File: config.mk
export PLATFORM = sky130hd
export DESIGN_NAME = ir_carrier_synth
export DESIGN_NICKNAME = d
export VERILOG_FILES = /design/src/rtl/ir_carrier_pkg.sv /design/src/rtl/ir_carrier_ctrl.sv /design/src/rtl/ir_carrier_dp.sv /design/src/rtl/ir_carrier_synth.sv
export SDC_FILE = /design/constraint.sdc
export NUM_CORES = 1
export LEC_CHECK = 0
export BUFFER_PORTS_ARGS = -buffer_cell sky130_fd_sc_hd__buf_2
export CORE_AREA = 5 5 42 44
export DETAILED_ROUTE_END_ITERATION = 6
export DIE_AREA = 0 0 47 49
export GPL_TIMING_DRIVEN = 0
export PLACE_DENSITY = 0.51
export SLEW_MARGIN = 5
export SYNTH_ARGS = -nofsm -noshare
export SYNTH_HDL_FRONTEND = slang
export SYNTH_SLANG_ARGS = --single-unit
export TNS_END_PERCENT = 100
File: constraint.sdc
create_clock -name clk -period 1.5 [get_ports clk]
set_input_delay 0.225 -clock clk [delete_from_list [all_inputs] [get_ports clk]]
set_output_delay 0.225 -clock clk [all_outputs]
set_load 0.03 [all_outputs]
File: src/rtl/ir_carrier_pkg.sv
package ir_carrier_pkg;

  typedef enum logic [1:0] {
    MODE_OFF        = 2'b00,
    MODE_FAST_HALF  = 2'b01,
    MODE_SLOW_HALF  = 2'b10,
    MODE_SLOW_THIRD = 2'b11
  } carrierMode_e;

  // Strobes from control to datapath
  typedef struct packed {
    logic restart;   // clear counter and output this edge
    logic run;       // a carrier mode is in force
    logic selSlow;   // use the slow divide ratio
    logic selThird;  // use the one-third high length
  } carrierCtl_t;

endpackage

File: src/rtl/ir_carrier_ctrl.sv
module ir_carrier_ctrl
  import ir_carrier_pkg::*;
(
  input  logic        clk,
  input  logic        rst,
  input  logic        modeWe,
  input  logic [1:0]  modeIn,
  output carrierCtl_t ctl,
  output logic [1:0]  modeNow
);

  carrierMode_e modeReg;
  logic         writeHit;

  // Only a real change of code counts as a write
  assign writeHit = modeWe && (modeIn != modeReg);

  always_ff @(posedge clk) begin
    if (rst) begin
      modeReg <= MODE_OFF;
    end else if (writeHit) begin
      modeReg <= carrierMode_e'(modeIn);
    end
  end

  always_comb begin
    ctl.restart  = writeHit && !rst;
    ctl.run      = (modeReg != MODE_OFF);
    ctl.selSlow  = modeReg[1];
    ctl.selThird = (modeReg == MODE_SLOW_THIRD);
  end

  assign modeNow = modeReg;

endmodule

File: src/rtl/ir_carrier_dp.sv
module ir_carrier_dp
  import ir_carrier_pkg::*;
#(
  parameter int DIV_FAST = 8,
  parameter int DIV_SLOW = 12
) (
  input  logic        clk,
  input  logic        rst,
  input  carrierCtl_t ctl,
  output logic        carrierOut
);

  localparam int CNT_W           = $clog2(DIV_SLOW);
  localparam int HIGH_FAST       = DIV_FAST / 2;
  localparam int HIGH_SLOW_HALF  = DIV_SLOW / 2;
  localparam int HIGH_SLOW_THIRD = DIV_SLOW / 3;

  logic [CNT_W-1:0] cnt;
  logic [CNT_W-1:0] lastCnt;
  logic [CNT_W-1:0] highLen;
  logic             nextLevel;

  always_comb begin
    lastCnt = ctl.selSlow ? CNT_W'(DIV_SLOW - 1) : CNT_W'(DIV_FAST - 1);
    if (!ctl.selSlow)     highLen = CNT_W'(HIGH_FAST);
    else if (ctl.selThird) highLen = CNT_W'(HIGH_SLOW_THIRD);
    else                   highLen = CNT_W'(HIGH_SLOW_HALF);
    nextLevel = (cnt < highLen);
  end

  always_ff @(posedge clk) begin
    if (rst || ctl.restart || !ctl.run) begin
      cnt        <= '0;
      carrierOut <= 1'b0;
    end else begin
      carrierOut <= nextLevel;
      cnt        <= (cnt == lastCnt) ? '0 : cnt + CNT_W'(1);
    end
  end

endmodule

File: src/rtl/ir_carrier_synth.sv
module ir_carrier_synth
  import ir_carrier_pkg::*;
#(
  parameter int DIV_FAST = 8,
  parameter int DIV_SLOW = 12
) (
  input  logic       clk,
  input  logic       rst,
  input  logic       modeWe,
  input  logic [1:0] modeIn,
  output logic       carrierOut
);

  carrierCtl_t ctl;
  logic [1:0]  modeNow;

  ir_carrier_ctrl u_ctrl (
    .clk     (clk),
    .rst     (rst),
    .modeWe  (modeWe),
    .modeIn  (modeIn),
    .ctl     (ctl),
    .modeNow (modeNow)
  );

  ir_carrier_dp #(
    .DIV_FAST (DIV_FAST),
    .DIV_SLOW (DIV_SLOW)
  ) u_dp (
    .clk        (clk),
    .rst        (rst),
    .ctl        (ctl),
    .carrierOut (carrierOut)
  );

endmodule

==> results of run 1 <==
## layer usage
metal  up-vias  routed length, um
met3         2                 47
met2         4                268
li1        147                  -
met5         -                  0
met4         0                 14
met1       127                280
## power by group through the flow
| stage | sequential (mW) | clock, mW | combinational [mW] |
|---|---|---|---|
| CTS | 0.199 | 0.177 | 0.0367 |
| global placement | 0.203 | 0 | 0.0361 |
| detailed placement | 0.203 | 0 | 0.0366 |
| floorplan | 0.204 | 0 | 0.0209 |
| finish | 0.199 | 0.170 | 0.0361 |
| global route | 0.199 | 0.188 | 0.0395 |
## layout by cell type, fill, tap and decap left out
cell type / n
nand2_1: 4
o21a_1: 1
mux2i_1: 1
a21oi_1: 4
nor3b_1: 2
nor3_1: 1
clkbuf_4: 3
a211o_4: 1
clkbuf_1: 1
nand2b_1: 2
a211oi_2: 1
ha_1: 1
nand3b_1: 1
and4_1: 1
or3_1: 1
dfxtp_1: 7
inv_2: 1
nor4_4: 1
nor2_1: 2
xnor2_1: 1
buf_2: 5
a31oi_1: 1
o21ai_1: 1
## cell type report
| type | count | area (um2) | area share, % |
|---|---|---|---|
| multi-input combinational | 27 | 199 | 48.0 |
| sequential | 7 | 140 | 33.8 |
| clock buffer | 4 | 26.3 | 6.34 |
| timing repair buffer | 5 | 25.0 | 6.04 |
| tap | 16 | 20.0 | 4.83 |
| inverter | 1 | 3.75 | 0.906 |
## path summary, 6_finish.rpt
path	depth (start not counted)	slack [ns]	endpoint
hold reg to reg	1	0.48	u_dp.cnt[0]
setup / recovery	4	0.17	u_dp.cnt[3]
hold / removal	2	0.17	u_ctrl.modeNow[1]
setup reg to reg	4	0.17	u_dp.cnt[3]
## state kept, by name, summed over array words and instances (netlist names)
name             flops
u_ctrl.modeNow       2
u_dp.cnt             4
u_dp.carrierOut      1
## critical path: cells and delay by family, from the launching register on
kind            cells  cell delay [ns]
compound gates      2             0.48
xor+xnor            1             0.13
flops               1             0.38
simple gates        1             0.25
## cells in the mapped netlist, drive strengths merged (2+ instances only)
cell    instances
nand2b          2
nor2            2
nand2           4
dfxtp           7
nor3b           2
a21oi           4
## per-stage QoR
stage | utilization [%] | worst slack, ns | hold slack [ns] | std cells | total power, mW
finish | 29.6 | 0.171 | 0.172 | 60 | 0.405
global route | 29.6 | 0.0948 | 0.175 | 60 | 0.426
CTS | 29.6 | 0.166 | 0.168 | 60 | 0.413
detailed placement | 27.7 | 0.176 | 0.435 | 56 | 0.239
global placement | 27.7 | 0.182 | 0.440 | 56 | 0.239
floorplan | - | 0.256 | 0.294 | 35 | 0.225
## cells by family after synthesis
| logic type | count (synthesis) |
|---|---|
| AOI/OAI and AO/OA | 9 |
| xor gates and xnor gates | 1 |
| adders and majority gates | 1 |
| buffers and inverters | 1 |
| DFF | 7 |
| muxes | 1 |
| and+or+nand+nor | 15 |
==> impl_results.md, run 1 <==
* Outcome: finished clean
* Antenna viol nets, final at 0
* Setup Buffers After CTS at 0
* HPWL after detailed placement at 472 um
* Tmin final at 1.33 ns
* Total placed instance area at 388 um2
* Avg Vias per Cell at 4.67
* Min-delay src: rst
* FP Rows at 14
* Worst-path maximum fanout at 5
* Skew-Pair Late Insertion Delay at 0.25 ns
* Area leader, netlist: dfxtp_1
* CTS clk-pin slew, worst paths at 0.05 ns
* Htree depth at 1
* First-pass GRT wire length at 1010 um
* Worst Setup Start Kind: flop
* Logic gate share of total power at 8.9%
* Maximum vdd ir drop at 0.315 mV
* Final WL at 611 um
* Overflow after GRT at 0
* Yosys warns at 0
* Tot GR Track Use at 6.42%
* CTS resizes at 0
* Leakage at 0.147 nW
* TritonCTS clock tree: done
* Syn avg cell area at 9.80 um2
* Synth Area in XOR/XNOR at 2.55%
* Internal at 0.311 mW
* Worst slew pin tran at 0.269 ns
* GR Util met3 at 2.58%
* DRC viols at 0
* Starting Density at 24.5%
* ANT cells at 0
* Number of setup violations in the final report at 0
* I/O Buffers at 5
* CTS sink cnt at 7
* EDFF count, synth at 0
* Adder-cell share of the synthesized area at 3.65%
* Mapped Area at 343 um2
* Hold Path Class: primary input to flop
* Largest net degree at the start of global routing at 8
* Area share of the largest cell type after synthesis at 40.9%
* Final period utilization at 88.6%
* Nets@finish at 51
* CP max stage cell: dfxtp_1
* Layout area overhead at 20.8%
* DR vias at 280
* Dominant cells by area after synthesis: dfxtp_1 41%, nor4_4 6.2%, a21oi_1 5.8%
* Fmax at 0.753 GHz
* Arr. time, crit path at 1.50 ns
* Critical path capture point type: flop
* Top FF cell, synth: dfxtp_1
* Clock root buffer: clkbuf_4
* Setup TNS at 0 ns
* Critical path cell sequence: xnor2_1 > o21ai_1 > a211o_4 > nor4_4
* RSZ-0062 raised after global routing: false
* Routing usage on met1 at 7.95%
* Number of global-route vias before repair at 247
* CORE AREA at 1400 um2
* I/O pins at 6
* Combinational family with the most area after synthesis: simple AND/OR/NAND/NOR gates
* Worst setup path class: flop to flop
* RR Startpoint: u_ctrl.modeNow[0]
* CTS Buf Count at 3
* Share of layout cells above drive strength 1 at 27.3%
* Worst path max stage delay at 0.38 ns
* Design area at 414 um2
* Grt peak-use layer: met1
* Synth Register Bits at 7
* Max Cap Viol at 0
* Die area at 2300 um2
* Clk buf depth at 2
* Seq pwr share at 49.1%
* Post-synthesis cell count at 35
* Initial antenna violation count at 0
* Clock Skew at 0.00313 ns
* M2 GR Usage at 7.47%
* Worst path required time at 1.67 ns
* 1st-iter DRT viols at 9
* Routed WL per cell at 10.2 um
* PD cells at 977 nW/um2
* Final Slew Violations at 0
* Die Wd at 47 um
* Mux share of post-synthesis cell area at 2.92%
* Final GP Congestion at 0.669
* Final Hold Viols at 0
* Post-synthesis compound-gate area fraction at 20.1%
* Post-synth ARST share at 0%
* Switching fraction of total power at 23.1%
* Post-synthesis net count at 41
* Hold-fix buffer count after cts at 0
* Drt pass-1 iters at 3
* Synth Area in Simple Gates at 28.8%
* Clock Power Share at 42.0%
* Net Switching at 0.0936 mW
* Worst slew margin at 82.0%
* Fillcell total at 152
* Post-synthesis sequential area ratio at 40.9%
* Die Y at 49 um
* CP startpoint: u_ctrl.modeNow[0]
* Yosys cell types at 20
Power figures use the tool's default switching activity.
==> run 2, diff against run 1 <==
- BUFFER_PORTS_ARGS: -buffer_cell sky130_fd_sc_hd__buf_2 -> -buffer_cell sky130_fd_sc_hd__clkbuf_2
==> run 2 against run 1 <==
Against the previous run: utilization stayed put; total power is 0.30% higher; critical path depth unchanged; wire length grew 3.4%; via count down 1.1%; combinational power is essentially flat; largest cell class unchanged; highest routed layer unchanged.
==> impl_results.md, run 2 (synthesis gave the netlist of run 1 again) <==
* Outcome: finished clean
* Setup Buffers After CTS at 0 (unchanged)
* Clock Power Share at 42.0% (about the same)
* Hold WS at 0.186 ns (+0.0147 ns)
* Critical path capture point type: flop
* Setup TNS at 0 ns (unchanged)
* Arr. time, crit path at 1.50 ns (about the same)
* CTS clk-pin slew, worst paths at 0.05 ns (about the same)
* Htree depth at 1 (unchanged)
* Internal at 0.311 mW (about the same)
* First-pass GRT wire length at 1010 um (unchanged)
* CORE AREA at 1400 um2 (unchanged)
* RSZ-0062 raised after global routing: false
* Tot GR Track Use at 6.77% (+0.35 points)
* Final Hold Viols at 0 (unchanged)
* Hold Path Class: primary input to flop
* Initial antenna violation count at 0 (unchanged)
* TritonCTS clock tree: done
* Clock Skew at 0.000587 ns (-0.00254 ns)
* Hold-fix buffer count after cts at 0 (unchanged)
* Most frequent cells in the layout: 7 x dfxtp_1, 5 x clkbuf_2, 4 x nand2_1, 4 x a21oi_1, 3 x clkbuf_4
* Layout area overhead at 20.8% (unchanged)
* Avg Vias per Cell at 4.62 (-1.1%)
* ANT cells at 0 (unchanged)
* Max Cap Viol at 0 (unchanged)
* DRC viols at 0 (unchanged)
* Leakage at 0.147 nW (about the same)
* Share of layout cells above drive strength 1 at 27.3% (unchanged)
* Fmax at 0.748 GHz (-0.61%)
* Clock root buffer: clkbuf_4
* Clk buf depth at 2 (unchanged)
* Post-Layout Cell Count at 60 (unchanged)
* Number of setup violations in the final report at 0 (unchanged)
* CTS resizes at 0 (unchanged)
* Final Slew Violations at 0 (unchanged)
* Antenna viol nets, final at 0 (unchanged)
* Drt pass-1 iters at 4 (+1)
* HPWL after detailed placement at 479 um (+1.5%)
* Fillcell total at 158 (+3.9%)
* Worst-path maximum fanout at 5 (unchanged)
* Routed WL per cell at 10.5 um (+3.4%)
* Tmin final at 1.34 ns (+0.00820 ns)
* PD cells at 980 nW/um2 (+0.30%)
* DR vias at 277 (-1.1%)
* 1st-iter DRT viols at 3 (-6)
* I/O pins at 6 (unchanged)
* Worst Setup Start Kind: flop
* Nets@finish at 51 (unchanged)
* Starting Density at 24.5% (unchanged)
* Final GP Congestion at 0.672 (+0.40%)
* Worst slew pin tran at 0.269 ns (+0.000215 ns)
* Commonest non-fill, non-tap cell in the layout: dfxtp_1
* Setup slack after placement at 0.173 ns (-0.00285 ns)
* CTS Buf Count at 3 (unchanged)
* Worst setup path class: flop to flop
* Largest net degree at the start of global routing at 8 (unchanged)
* Biggest register: u_dp.cnt
* Final WL at 632 um (+3.4%)
* Final Worst Setup Slack at 0.163 ns (-0.00820 ns)
* Die Wd at 47 um (unchanged)
* Logic gate share of total power at 8.9% (about the same)
* Worst path required time at 1.67 ns (about the same)
* Final period utilization at 89.1% (+0.55 points)
* Number of global-route vias before repair at 248 (+0.40%)
* Max FFs per register at 4 (unchanged)
* Die Y at 49 um (unchanged)
* Die area at 2300 um2 (unchanged)
* FP Rows at 14 (unchanged)
* Seq pwr share at 49.1% (about the same)
* Net Switching at 0.0948 mW (+1.3%)
* Placed Cells at 56 (unchanged)
* Skew-Pair Late Insertion Delay at 0.25 ns (about the same)
* Maximum vdd ir drop at 0.452 mV (+44%)
* CTS sink cnt at 7 (unchanged)
* Switching fraction of total power at 23.4% (+0.22 points)
* Worst slew margin at 82.0% (about the same)
* I/O Buffers at 5 (unchanged)
* Overflow after GRT at 0 (unchanged)
## run 2: changes by cell type in the layout (fill, tap and decap cells not counted)
cell,delta
buf_2,-5
clkbuf_2,+5
## run 2: worst paths after layout
check,start,endpoint,slack (ns),depth (start not counted)
setup / recovery,u_ctrl.modeNow[0],u_dp.cnt[3],0.16,4
hold / removal,rst,u_ctrl.modeNow[1],0.19,2
setup reg to reg,u_ctrl.modeNow[0],u_dp.cnt[3],0.16,4
hold reg to reg,u_dp.cnt[0],u_dp.cnt[0],0.47,1
## run 2: metal layers
layer	share of wire [%]	wire length (um)	track usage, %	vias to the layer above
met4	2.2	14	9.68	0
met3	6.0	38	2.21	2
met2	45	284	7.92	4
met1	47	294	7.49	126
li1	-	-	-	145
met5	0	0	0	-
## run 2: power by group through the flow
stage | Sequential [mW] | Combinational (mW) | Clock (mW)
after global routing | 0.200 | 0.0392 | 0.194
after floorplan | 0.204 | 0.0209 | 0
after detailed placement | 0.203 | 0.0366 | 0
after CTS | 0.199 | 0.0367 | 0.184
after global placement | 0.203 | 0.0361 | 0
final | 0.199 | 0.0361 | 0.171
## run 2: critical path: stages (launching register included)
cell     delay (ns)
dfxtp_1        0.39
xnor2_1        0.14
o21ai_1        0.10
a211o_4        0.38
nor4_4         0.26
## run 2: metrics by stage
stage | util, % | instance area, um2 | total power, mW
after floorplan | - | 343 | 0.225
after global placement | 27.7 | 388 | 0.239
after detailed placement | 27.7 | 388 | 0.239
after CTS | 29.6 | 414 | 0.419
after global routing | 29.6 | 414 | 0.433
final | 29.6 | 414 | 0.406
## run 2: area by class of cell
cell class              instances  area (um2)  share of cell area, %
multi-input cells              27         199                   48.0
flip-flops and latches          7         140                   33.8
clock buffers                   4        26.3                   6.34
repair buffers                  5        25.0                   6.04
well taps                      16        20.0                   4.83
inverters                       1        3.75                  0.906
